$ cat config.mk
export PLATFORM = sky130hd
export DESIGN_NAME = precond_alu
export DESIGN_NICKNAME = d
export VERILOG_FILES = /design/src/rtl/palu_pkg.sv /design/src/rtl/palu_operand.sv /design/src/rtl/palu_core.sv /design/src/rtl/palu_result.sv /design/src/rtl/precond_alu.sv
export SDC_FILE = /design/constraint.sdc
export NUM_CORES = 1
export LEC_CHECK = 0
export BUFFER_PORTS_ARGS = -buffer_cell sky130_fd_sc_hd__buf_2
export CAP_MARGIN = 20
export CORE_ASPECT_RATIO = 0.6
export CORE_MARGIN = 8
export CORE_UTILIZATION = 30
export DETAILED_ROUTE_END_ITERATION = 7
export GPL_TIMING_DRIVEN = 0
export PLACE_DENSITY = 0.54
export SKIP_LAST_GASP = 1
export SLEW_MARGIN = 20
export SYNTH_ARGS = -nofsm -noshare
export SYNTH_HDL_FRONTEND = slang
export SYNTH_SLANG_ARGS = --single-unit
$ cat constraint.sdc
create_clock -name vclk -period 4.5
set_input_delay 0.225 -clock vclk [all_inputs]
set_output_delay 0.225 -clock vclk [all_outputs]
set_load 0.02 [all_outputs]
$ cat src/rtl/palu_pkg.sv
package palu_pkg;

    typedef enum logic {
        ADDER_RIPPLE = 1'b0,
        ADDER_PREFIX = 1'b1
    } adder_arch_e;

    typedef struct packed {
        logic clr_a;
        logic neg_a;
        logic clr_b;
        logic neg_b;
        logic add_sel;
        logic neg_res;
    } palu_ctl_t;

endpackage

$ cat src/rtl/palu_operand.sv
module palu_operand #(
    parameter int W = 16
) (
    input  logic [W-1:0] raw,
    input  logic         clr,
    input  logic         neg,
    output logic [W-1:0] cond
);
    logic [W-1:0] cleared;

    // Clear stage first, inversion second.
    always_comb begin
        cleared = clr ? '0 : raw;
        cond    = neg ? ~cleared : cleared;
    end
endmodule

$ cat src/rtl/palu_core.sv
module palu_core
    import palu_pkg::*;
#(
    parameter int          W    = 16,
    parameter adder_arch_e ARCH = ADDER_PREFIX
) (
    input  logic [W-1:0] opa,
    input  logic [W-1:0] opb,
    input  logic         add_sel,
    output logic [W-1:0] core
);
    localparam int LVLS = (W > 1) ? $clog2(W) : 1;

    logic [W-1:0] sum;

    generate
        if (ARCH == ADDER_RIPPLE) begin : g_ripple
            always_comb begin
                logic c;
                c = 1'b0;
                for (int i = 0; i < W; i++) begin
                    sum[i] = opa[i] ^ opb[i] ^ c;
                    c      = (opa[i] & opb[i]) | (c & (opa[i] ^ opb[i]));
                end
            end
        end else begin : g_prefix
            logic [W-1:0] gen_lv  [LVLS+1];
            logic [W-1:0] prop_lv [LVLS+1];
            logic [W-1:0] carry_in;

            assign gen_lv[0]  = opa & opb;
            assign prop_lv[0] = opa ^ opb;

            for (genvar k = 0; k < LVLS; k++) begin : g_lvl
                localparam int           DIST = 1 << k;
                localparam logic [W-1:0] LOWM = ~({W{1'b1}} << DIST);
                assign gen_lv[k+1]  = gen_lv[k] | (prop_lv[k] & (gen_lv[k] << DIST));
                assign prop_lv[k+1] = prop_lv[k] & ((prop_lv[k] << DIST) | LOWM);
            end

            assign carry_in = gen_lv[LVLS] << 1;
            assign sum      = prop_lv[0] ^ carry_in;
        end
    endgenerate

    always_comb begin
        core = add_sel ? sum : (opa & opb);
    end
endmodule

$ cat src/rtl/palu_result.sv
module palu_result #(
    parameter int W = 16
) (
    input  logic [W-1:0] core,
    input  logic         neg_res,
    output logic [W-1:0] res,
    output logic         is_zero,
    output logic         is_neg
);
    always_comb begin
        res     = neg_res ? ~core : core;
        is_zero = ~|res;
        is_neg  = res[W-1];
    end
endmodule

$ cat src/rtl/precond_alu.sv
module precond_alu
    import palu_pkg::*;
#(
    parameter int          W    = 16,
    parameter adder_arch_e ARCH = ADDER_PREFIX
) (
    input  logic [W-1:0] a_in,
    input  logic [W-1:0] b_in,
    input  logic         clr_a,
    input  logic         neg_a,
    input  logic         clr_b,
    input  logic         neg_b,
    input  logic         add_sel,
    input  logic         neg_res,
    output logic [W-1:0] res,
    output logic         is_zero,
    output logic         is_neg
);
    palu_ctl_t    ctl;
    logic [W-1:0] opa_c;
    logic [W-1:0] opb_c;
    logic [W-1:0] core_r;

    assign ctl = '{clr_a: clr_a, neg_a: neg_a, clr_b: clr_b,
                   neg_b: neg_b, add_sel: add_sel, neg_res: neg_res};

    palu_operand #(.W(W)) u_opa (
        .raw(a_in), .clr(ctl.clr_a), .neg(ctl.neg_a), .cond(opa_c)
    );

    palu_operand #(.W(W)) u_opb (
        .raw(b_in), .clr(ctl.clr_b), .neg(ctl.neg_b), .cond(opb_c)
    );

    palu_core #(.W(W), .ARCH(ARCH)) u_core (
        .opa(opa_c), .opb(opb_c), .add_sel(ctl.add_sel), .core(core_r)
    );

    palu_result #(.W(W)) u_res (
        .core(core_r), .neg_res(ctl.neg_res),
        .res(res), .is_zero(is_zero), .is_neg(is_neg)
    );
endmodule

### After elaboration in Yosys (flattened, before gate mapping)

Index checks and enable logic that the tools add are counted.

| storage, ports and cells | value |
|---|---|
| register bits | 0 |
| word-level logic and storage cells | 25 |

| cells by class | value |
|---|---|
| mux-type cells | 6 |
| bitwise logic cells | 17 |
| reduce and logical (&&, ||, !) cells | 2 |

Operators by type and width:

| kind | count |
|---|---|
| AND 15 bit | 7 |
| two-way mux 16 bit | 6 |
| OR 15 bit | 4 |
| inverter 16 bit | 3 |
| bitwise XOR 16 bit | 2 |
| AND 16 bit | 1 |
| OR reduction 16 bit | 1 |
| logical NOT 1 bit | 1 |

### Depth between registers and ports, before layout

Gate-level depths: netlist of run 1.

| depth | value |
|---|---|
| depth in word-level cells | 18 |
| gate-level depth with buffers | 13 |
| depth with buffers taken out | 12 |

### Modules after synthesis

A second synthesis of run 1 with hierarchy kept.

| second synthesis, totals | value |
|---|---|
| cell total of the unflattened synthesis | 244 |
| area, all modules | 2162.1 sq um |

Modules (own cells, without submodules):

| module | instances | cells each | area an instance (sq um) | sequential area each (sq um) |
|---|---|---|---|---|
| palu_core | 1 | 142 | 1032.2 | 0.0 |
| palu_operand | 2 | 35 | 432.9 | 0.0 |
| palu_result | 1 | 32 | 264.0 | 0.0 |

### Worst setup path before layout of run 1

Ideal clock, no wire load.

| timing | value |
|---|---|
| path kind | input port to output port |
| start point | in neg_b |
| end point | out is_zero |
| data arrival time | 3.824 ns |
| data required time | 4.275 ns |
| slack | 0.451 ns |
| stages on the path | 12 |
| path buffers | 2 |
| path through | clkbuf_1 -> clkbuf_1 -> xnor2_1 -> fa_1 -> a211oi_2 -> o211ai_2 -> a31oi_1 -> o31a_1 -> o221ai_2 -> xor2_1 -> or4_1 -> nor4b_2 |

RTL lines:

| what | RTL line | RTL |
|---|---|---|
| from (decl) | precond_alu.sv:12 | `input logic neg_b,` |
| two-way mux 16 bit (*) | palu_operand.sv:14 | `cond = neg ? ~cleared : cleared;` |
| bitwise XOR 16 bit / AND 16 bit (equally long branches) | palu_core.sv:32, palu_core.sv:47 |  |
| AND 15 bit (on tied branches) | palu_core.sv:37, palu_core.sv:38 |  |
| OR 15 bit / AND 15 bit (equally long branches) | palu_core.sv:37 | `assign gen_lv[k+1] = gen_lv[k] \| (prop_lv[k] & (gen_lv[k] << DIST));` |
| AND 15 bit / OR 15 bit (equally long branches) | palu_core.sv:37 |  |
| OR 15 bit / AND 15 bit (equally long branches) | palu_core.sv:37 |  |
| AND 15 bit / OR 15 bit (equally long branches) | palu_core.sv:37 |  |
| OR 15 bit / AND 15 bit (equally long branches) | palu_core.sv:37 |  |
| OR 15 bit | palu_core.sv:37 |  |
| bitwise XOR 16 bit | palu_core.sv:42 | `assign sum = prop_lv[0] ^ carry_in;` |
| two-way mux 16 bit (*) | palu_core.sv:47 | `core = add_sel ? sum : (opa & opb);` |
| inverter 16 bit | palu_result.sv:11 | `res = neg_res ? ~core : core;` |
| two-way mux 16 bit (*) | palu_result.sv:11 |  |
| net res[14] | precond_alu.sv:15 | `output logic [W-1:0] res,` |
| OR reduction 16 bit (*) | palu_result.sv:12 | `is_zero = ~\|res;` |
| logical NOT 1 bit (*) | palu_result.sv:12 |  |
| to (decl) | precond_alu.sv:16 | `output logic is_zero,` |

The timed path passes the listed nets; every way through them passes the cells marked *.

### Worst setup path in the final report of run 1

| timing | value |
|---|---|
| start point | in neg_b |
| end point | out is_zero |

| on the way | value |
|---|---|
| word-level cells in the longest chain between the ends | 16 |

Ends and longest elaborated chain:

| what | RTL line | RTL |
|---|---|---|
| two-way mux 16 bit (*) | palu_operand.sv:14 |  |
| bitwise XOR 16 bit | palu_core.sv:32 | `assign prop_lv[0] = opa ^ opb;` |
| AND 15 bit | palu_core.sv:37 |  |
| OR 15 bit | palu_core.sv:37 |  |
| AND 15 bit | palu_core.sv:37 |  |
| OR 15 bit | palu_core.sv:37 |  |
| AND 15 bit | palu_core.sv:37 |  |
| OR 15 bit | palu_core.sv:37 |  |
| AND 15 bit | palu_core.sv:37 |  |
| OR 15 bit | palu_core.sv:37 |  |
| bitwise XOR 16 bit | palu_core.sv:42 |  |
| two-way mux 16 bit (*) | palu_core.sv:47 |  |
| inverter 16 bit | palu_result.sv:11 |  |
| two-way mux 16 bit (*) | palu_result.sv:11 |  |
| OR reduction 16 bit (*) | palu_result.sv:12 |  |
| logical NOT 1 bit (*) | palu_result.sv:12 |  |

Mark *: on every way between the ends. The rest lies on a longest branch, timed or not.

==> reports/results.ini, run 1 <==
[die]
core_sq_um = 5570
die-area_sq_um = 8500
die_w_um = 114
row_count = 21
io_pins = 56
die_y_um = 74.7
start_util = 0.309

[synthesis]
syn-cell-area_sq_um = 1720
yosysUniqueCellTypes = 50
synth_top_area_share = 0.244
synth.area.top_cells = xnor2_1, nand2b_1, ha_1
synth_nets = 282
synth_commonest_cells = xnor2_1, nand2b_1, ha_1
synth_area_leader_cell = xnor2_1
yosysMostFrequentCell = xnor2_1
yosysWarnings = 0
synthCells = 227
ys_seq_area_frac = 0
synth.avg_cell_area_sq_um = 7.58

[worst_setup_path]
slowest_stage = or4_1
cp.arrival_ns = 3.82
slowest_delay_ns = 0.55
cp_top_family = compound AO/OA/AOI/OAI gates
cp_num_buf_inv = 3
startpoint = neg_b
worstPathMaxFanout = 10
cp-end-kind = output pin
critPathKind = in2out
crit_chain = clkbuf_1 > clkbuf_2 > xnor2_1 > fa_1 > a211oi_2 > o211ai_2 > a31oi_1 > o31a_1 > o221ai_2 > xor2_1 > or4_1 > nor4b_2 > buf_2
critical_path_depth = 13
crit_required_ns = 4.28
cp-start-kind = primary input

[global_routing]
grt_max_degree = 11
grt.overflow.total = 0
grt_pass1_wl_mm = 7.62
antenna_found_initial = 0
grtUsageTotal = 0.108
grt_pass1_vias = 1512

[min_path]
holdPathStages = 4
min_from = neg_res
hold_path_class = in2out

[final_layout]
seq_cell_count = 0
fin_nets = 337
seqCellArea_sq_um = 0
fin_cells = 360
clkbuf_count = 0
syn_to_final_growth_pct = 21.4
drive_above_1_share = 0.257
antennaDiodeCount = 0

[timing]
final.min_clock_period_ns = 4.05
finalSetupTns_ns = 0
worstMarginPinSlew_ns = 0.610
drv_slew = 0
hold_viol = 0
slew_headroom = 0.593
setup_viol = 0
hold-worst-slack_ns = 1.04
fmax_ghz = 0.247
grt_setup_unrepaired = false
finalCritPeriodShare = 0.900
fin_ws_ns = 0.452

[power_and_ir_drop]
powerDensity_nw_per_um2 = 252
leakage_nw = 0.887
ir_worst_vdd_mv = 0.119

[drt]
routedWlPerCell_um = 13.5
routed-via-count = 1706
drtAntennaViolNets = 0
route.detailed.drc = 0
drt-vias-per-instance = 4.74
initialDrtViolationCount = 92
wirelength_mm = 4.86
dr.pass1.iters = 4

[placement]
post-place-cells = 360
place_worst_setup_slack_ns = 0.0785
gp_congestion = 0.859
dp.final_hpwl_mm = 4.25
portBuffers = 53

[job]
maxCapViolations = 0

[outcome]
status = completed

cell type report:
class | instances | area, sq um
Inverter | 5 | 18.8
Timing Repair Buffer | 53 | 265
Multi-Input combinational cell | 208 | 1640
Buffer | 14 | 63.8
Tap cell | 80 | 100
Fill cell | 643 | 3480
final timing paths:
path              endpoint  slack (ns)
hold / removal     res[14]        1.04
setup / recovery   is_zero        0.45
kinds of logic after synthesis:
| group | Yosys count | synth area share |
|---|---|---|
| AO/OA/AOI/OAI | 46 | 0.206 |
| adder cells (fa/ha/maj) | 17 | 0.128 |
| AND/OR/NAND/NOR | 79 | 0.276 |
| XOR/XNOR | 56 | 0.285 |
| multiplexers | 10 | 0.0589 |
| buffers and inverters | 19 | 0.0465 |
routing by layer:
| layer | part of all wire | wire, um | up-vias | track usage |
|---|---|---|---|---|
| met3 | 0.084 | 408 | 0 | 0.0184 |
| met4 | 0 | 0 | 0 | 0 |
| met1 | 0.60 | 2940 | 733 | 0.188 |
| li1 | - | - | 916 | - |
| met2 | 0.31 | 1510 | 57 | 0.128 |
| met5 | 0 | 0 | - | 0 |
placed cells by master, fill, tap and decap left out, types with 2 or more instances in the layout:
master and n:
a211oi_2 2, a21o_1 4, a21oi_1 11, a311oi_1 2, a31o_2 2, a31oi_1 4, and2_1 2, and3_1 3
buf_1 2, buf_2 56, clkbuf_1 5, clkbuf_2 3, ha_1 16, inv_1 5, mux2i_1 9, nand2_1 9
nand2b_1 37, nand3_1 2, nand4_1 3, nor2_1 6, nor2b_1 2, nor3_1 3, o211ai_1 2, o211ai_2 2
o21ai_0 7, or3_1 2, or4_1 2, xnor2_1 48, xor2_1 8
stage by stage:
step	util	area (sq um)	power, mW
2_1_floorplan	-	1720	0.391
3_3_place_gp	0.375	2090	0.519
3_5_place_dp	0.375	2090	0.523
4_1_cts	0.375	2090	0.525
5_1_grt	0.375	2090	0.574
6_report	0.375	2090	0.526
report_power, final:
part / switching, mW / total (mW) / internal [mW]
Sequential: 0 / 0 / 0
Combinational: 0.310 / 0.526 / 0.216
Clock: 0 / 0 / 0
Total: 0.310 / 0.526 / 0.216
repair_timing:
action / CTS / global route
setup endpoints to repair: 0 / 1
setup buffers: 0 / 0
hold buffers: 0 / 0
resized for setup: 0 / 4
Power figures use the tool's default switching activity.
==> run 2: changes to the inputs <==
- clock period: 4.5 -> 4.7 ns (I/O delays scaled with it)
==> run 2 against run 1 <==
Sequential share of layout area unchanged. Via count grew 0.23%. Final cell count unchanged. Setup slack worse by 0.14 ns. Clock-buffer cell count is the same. Combinational power decreased by 4.4%. Wire length increased by 0.16%. Sequential cell count unchanged. Die area stayed put. Total power is 4.3% lower. First-iteration DRC count shrank 1.1%. Cell area shrank 0.12%.
==> reports/results.ini, run 2 (synthesis results as in run 1) <==
[final_layout]
num-fill-cells = 642  ; -0.16%
clkbuf_count = 0  ; unchanged
seqCellArea_sq_um = 0  ; unchanged
drive_above_1_share = 0.250  ; -0.00714
multi_input_area_sq_um = 1640  ; unchanged
most-common-layout-cells = buf_2, xnor2_1, nand2b_1
layout_commonest_cell = buf_2
seq_cell_count = 0  ; unchanged
antennaDiodeCount = 0  ; unchanged
fin_nets = 337  ; unchanged
syn_to_final_growth_pct = 21.2
fin_area_sq_um = 2090  ; -0.12%

[job]
maxCapViolations = 0  ; unchanged

[placement]
portBuffers = 53  ; unchanged
dpl-instance-area_sq_um = 2090  ; unchanged
dp.final_hpwl_mm = 4.25  ; unchanged
place_worst_setup_slack_ns = 0.258  ; +0.180 ns
gp_congestion = 0.859  ; unchanged

[timing]
slew_headroom = 0.486  ; -0.107
hold_viol = 0  ; unchanged
fin_ws_ns = 0.310  ; -0.142 ns
grt_setup_unrepaired = false
final.min_clock_period_ns = 4.39
finalSetupTns_ns = 0  ; unchanged
worstMarginPinSlew_ns = 0.771  ; +0.160 ns
drv_slew = 0  ; unchanged
fmax_ghz = 0.228
hold-worst-slack_ns = 1.06  ; +0.0200 ns
finalCritPeriodShare = 0.934
setup_viol = 0  ; unchanged

[worst_setup_path]
crit_chain = clkbuf_1 > clkbuf_1 > xnor2_1 > fa_1 > a211oi_2 > o211ai_2 > a31oi_1 > o31a_1 > o221ai_2 > xor2_1 > or4_1 > nor4b_2 > buf_2
worstPathMaxFanout = 10  ; unchanged
cp-start-kind = primary input
slowest_delay_ns = 0.64  ; +0.09 ns
crit_required_ns = 4.47  ; +0.19 ns
path_common_cell = clkbuf_1
cp-end-kind = output pin
critPathKind = in2out
cp.arrival_ns = 4.16  ; +0.34 ns
slowest_stage = clkbuf_1

[drt]
initialDrtViolationCount = 91  ; -1.1%
routed-via-count = 1710  ; +0.23%
route.detailed.drc = 0  ; unchanged
drt-vias-per-instance = 4.75  ; +0.23%
wirelength_mm = 4.87  ; +0.16%
dr.pass1.iters = 4  ; unchanged
drtAntennaViolNets = 0  ; unchanged
routedWlPerCell_um = 13.5  ; +0.16%

[global_routing]
grt_pass1_wl_mm = 7.62  ; unchanged
grt_max_degree = 11  ; unchanged
grt.overflow.total = 0  ; unchanged
grt_pass1_vias = 1512  ; unchanged
grtUsageTotal = 0.108  ; unchanged
antenna_found_initial = 0  ; unchanged

[die]
die-area_sq_um = 8500  ; unchanged
die_y_um = 74.7  ; unchanged
io_pins = 56  ; unchanged
die_w_um = 114  ; unchanged
start_util = 0.309  ; unchanged
row_count = 21  ; unchanged
core_sq_um = 5570  ; unchanged

[min_path]
holdPathEnd = res[14]
hold_path_class = in2out
min_from = neg_res
holdPathStages = 4  ; unchanged

[clock_tree]
cts_resized = 0  ; unchanged
cts_setup_buffers = 0  ; unchanged
hold_buffers = 0  ; unchanged

[power_and_ir_drop]
leakage_nw = 0.881  ; -0.67%
ir_worst_vdd_mv = 0.114  ; -4.3%
powerDensity_nw_per_um2 = 241  ; -4.2%

[outcome]
status = completed

[run 2: worst max-delay path: cells and delay by family]
family,cells,cell delay (ns)
and+or+nand+nor,2,0.80
AOI/OAI and AO/OA,5,1.01
buffers and inverters,3,1.17
adders and majority gates,1,0.52
xor gates and xnor gates,2,0.41
[run 2: stage by stage]
stage | power, mW | instances | util
6_report | 0.503 | 360 | 0.375
2_1_floorplan | 0.374 | 227 | -
3_3_place_gp | 0.497 | 360 | 0.375
4_1_cts | 0.503 | 360 | 0.375
3_5_place_dp | 0.501 | 360 | 0.375
5_1_grt | 0.549 | 360 | 0.375
[run 2: worst max path at each step]
| stage | startpoint | endpoint | slack (ns) | depth (start not counted) |
|---|---|---|---|---|
| 6_report | neg_b | is_zero | 0.31 | 13 |
| 3_3_place_gp | neg_b | is_zero | 0.29 | 13 |
| 5_1_grt | neg_b | is_zero | 0.02 | 13 |
| 2_1_floorplan | neg_b | is_zero | 0.63 | 12 |
| 3_5_place_dp | neg_b | is_zero | 0.26 | 13 |
| 4_1_cts | neg_b | is_zero | 0.25 | 13 |
[run 2: report_power, final]
part           internal, mW  switching, mW
sequential                0              0
clock                     0              0
combinational         0.207          0.297
total                 0.207          0.297
[run 2: cell type report]
type,count,share of cell area
Buffer,14,0.0294
Timing Repair Buffer,53,0.127
Inverter,5,0.00899
Tap cell,80,0.0480
Multi-Input combinational cell,208,0.787
[run 2: layer usage]
metal	vias up	global-route usage	wire (um)
met5	-	0	0
met4	0	0	0
met3	0	0.0184	412
met2	56	0.128	1520
met1	738	0.188	2940
li1	916	-	-
==> run 3: changes to the inputs <==
- REMOVE_ABC_BUFFERS: default -> 1
==> run 3 against run 2 <==
Total power decreased by 1.6%. Via count decreased by 1.8%. Setup slack improved by 0.25 ns. Fmax increased by 6.0%. Combinational power decreased by 2%. Non-clock buffer count decreased by 11. Sequential cell count unchanged. Die area unchanged. Global-route usage increased by 0.33 points. Largest cell class unchanged. Largest power group unchanged. Highest routed layer unchanged.
==> reports/results.ini, run 3 (synthesis results as in run 1) <==
[outcome]
status = completed

[drt]
dr.pass1.iters = 4  ; unchanged
wirelength_mm = 4.85  ; -0.37%
route.detailed.drc = 0  ; unchanged
routed-via-count = 1680  ; -1.8%
drt-vias-per-instance = 4.81  ; +1.3%
initialDrtViolationCount = 121  ; +33%
routedWlPerCell_um = 13.9  ; +2.8%
drtAntennaViolNets = 0  ; unchanged

[global_routing]
grt_max_degree = 29  ; +18
grt_pass1_vias = 1606  ; +6.2%
grt_pass1_wl_mm = 7.91  ; +3.7%
antenna_found_initial = 0  ; unchanged
grt.overflow.total = 0  ; unchanged
grtUsageTotal = 0.111  ; +0.00329

[placement]
dp.final_hpwl_mm = 3.99  ; -6.1%
gp_congestion = 0.880  ; +2.4%
portBuffers = 56  ; +5.7%
place_worst_setup_slack_ns = 0.543  ; +0.285 ns

[timing]
finalSetupTns_ns = 0  ; unchanged
fin_ws_ns = 0.558  ; +0.249 ns
worstMarginPinSlew_ns = 0.597  ; -0.173 ns
hold_viol = 0  ; unchanged
drv_slew = 0  ; unchanged
setup_viol = 0  ; unchanged
finalCritPeriodShare = 0.881  ; -0.0529
final.min_clock_period_ns = 4.14  ; -0.249 ns
slew_headroom = 0.602  ; +0.116
fmax_ghz = 0.241  ; +6.0%
grt_setup_unrepaired = false

[min_path]
min_from = neg_res
holdPathStages = 3  ; -1
hold_path_class = in2out
holdPathEnd = res[1]

[die]
core_sq_um = 5570  ; unchanged
die-area_sq_um = 8500  ; unchanged
io_pins = 56  ; unchanged
die_w_um = 114  ; unchanged
die_y_um = 74.7  ; unchanged
row_count = 21  ; unchanged
start_util = 0.309  ; unchanged

[job]
maxCapViolations = 0  ; unchanged

[worst_setup_path]
crit_chain = buf_2 > xnor2_1 > ha_1 > fa_1 > a211oi_2 > o211ai_2 > a31oi_1 > o31a_1 > o221ai_2 > xor2_1 > or4_1 > nor4b_2 > buf_2
worstPathMaxFanout = 16  ; +6
crit_required_ns = 4.47  ; about the same
cp-start-kind = primary input
cp.arrival_ns = 3.91  ; -0.25 ns
critPathKind = in2out
slowest_delay_ns = 0.56  ; -0.08 ns
path_common_cell = buf_2
cp-end-kind = output pin
slowest_stage = or4_1

[final_layout]
fin_nets = 326  ; -3.3%
clkbuf_count = 0  ; unchanged
fin_util = 0.366  ; -0.00831
seq_cell_count = 0  ; unchanged
antennaDiodeCount = 0  ; unchanged
most-common-layout-cells = buf_2, xnor2_1, nand2b_1
seqCellArea_sq_um = 0  ; unchanged
num-fill-cells = 614  ; -4.4%
drive_above_1_share = 0.253  ; +0.00279
layout_commonest_cell = buf_2
syn_to_final_growth_pct = 18.5

[power_and_ir_drop]
p_total_uw = 495  ; -1.6%
leakage_nw = 0.862  ; -2.2%
ir_worst_vdd_mv = 0.0677  ; -41%
powerDensity_nw_per_um2 = 243  ; +0.63%

[clock_tree]
cts_setup_buffers = 0  ; unchanged
cts_resized = 0  ; unchanged
hold_buffers = 0  ; unchanged

==> run 3: cell count changes in the layout (fill, tap and decap cells not counted), sizes merged <==
cell	before	now
buf	59	56
clkbuf	8	0
==> run 3: cell type report <==
cell class / instances / area, sq um / share of cell area
multi-input cells: 208 / 1640 / 0.804
repair buffers: 56 / 280 / 0.137
well taps: 80 / 100 / 0.0490
inverters: 5 / 18.8 / 0.00920
==> run 3: critical path, delay by kind of cell <==
kind | cells | cell delay, ns
and+or+nand+nor | 2 | 0.83
buffers and inverters | 2 | 0.62
AOI/OAI and AO/OA | 5 | 1.13
xor gates and xnor gates | 2 | 0.30
adders and majority gates | 2 | 0.78
==> run 3: worst max-delay path by stage <==
stage,start,to,slack (ns)
after global routing,neg_a,is_zero,0.32
after global placement,neg_b,is_zero,0.60
after CTS,neg_b,is_zero,0.54
final,neg_b,is_zero,0.56
after floorplan,clr_b,is_zero,1.08
after detailed placement,neg_b,is_zero,0.54
==> run 3: power by group <==
part / internal [mW] / switching, mW / total (mW)
combinational: 0.202 / 0.293 / 0.495
clock: 0 / 0 / 0
sequential: 0 / 0 / 0
total: 0.202 / 0.293 / 0.495
==> run 3: metrics by stage <==
step	cells	cell area (sq um)	hold WS, ns
finish	349	2040	1.08
global route	349	2040	1.12
CTS	349	2040	1.09
detailed placement	349	2040	1.09
global placement	349	2040	1.09
floorplan	213	1660	0.598
==> run 3: layer usage <==
| metal | track usage | vias to the layer above | wire length, um |
|---|---|---|---|
| met4 | 0 | 0 | 0 |
| met5 | 0 | - | 0 |
| met3 | 0.00560 | 0 | 160 |
| li1 | - | 891 | - |
| met1 | 0.187 | 744 | 3030 |
| met2 | 0.152 | 45 | 1660 |
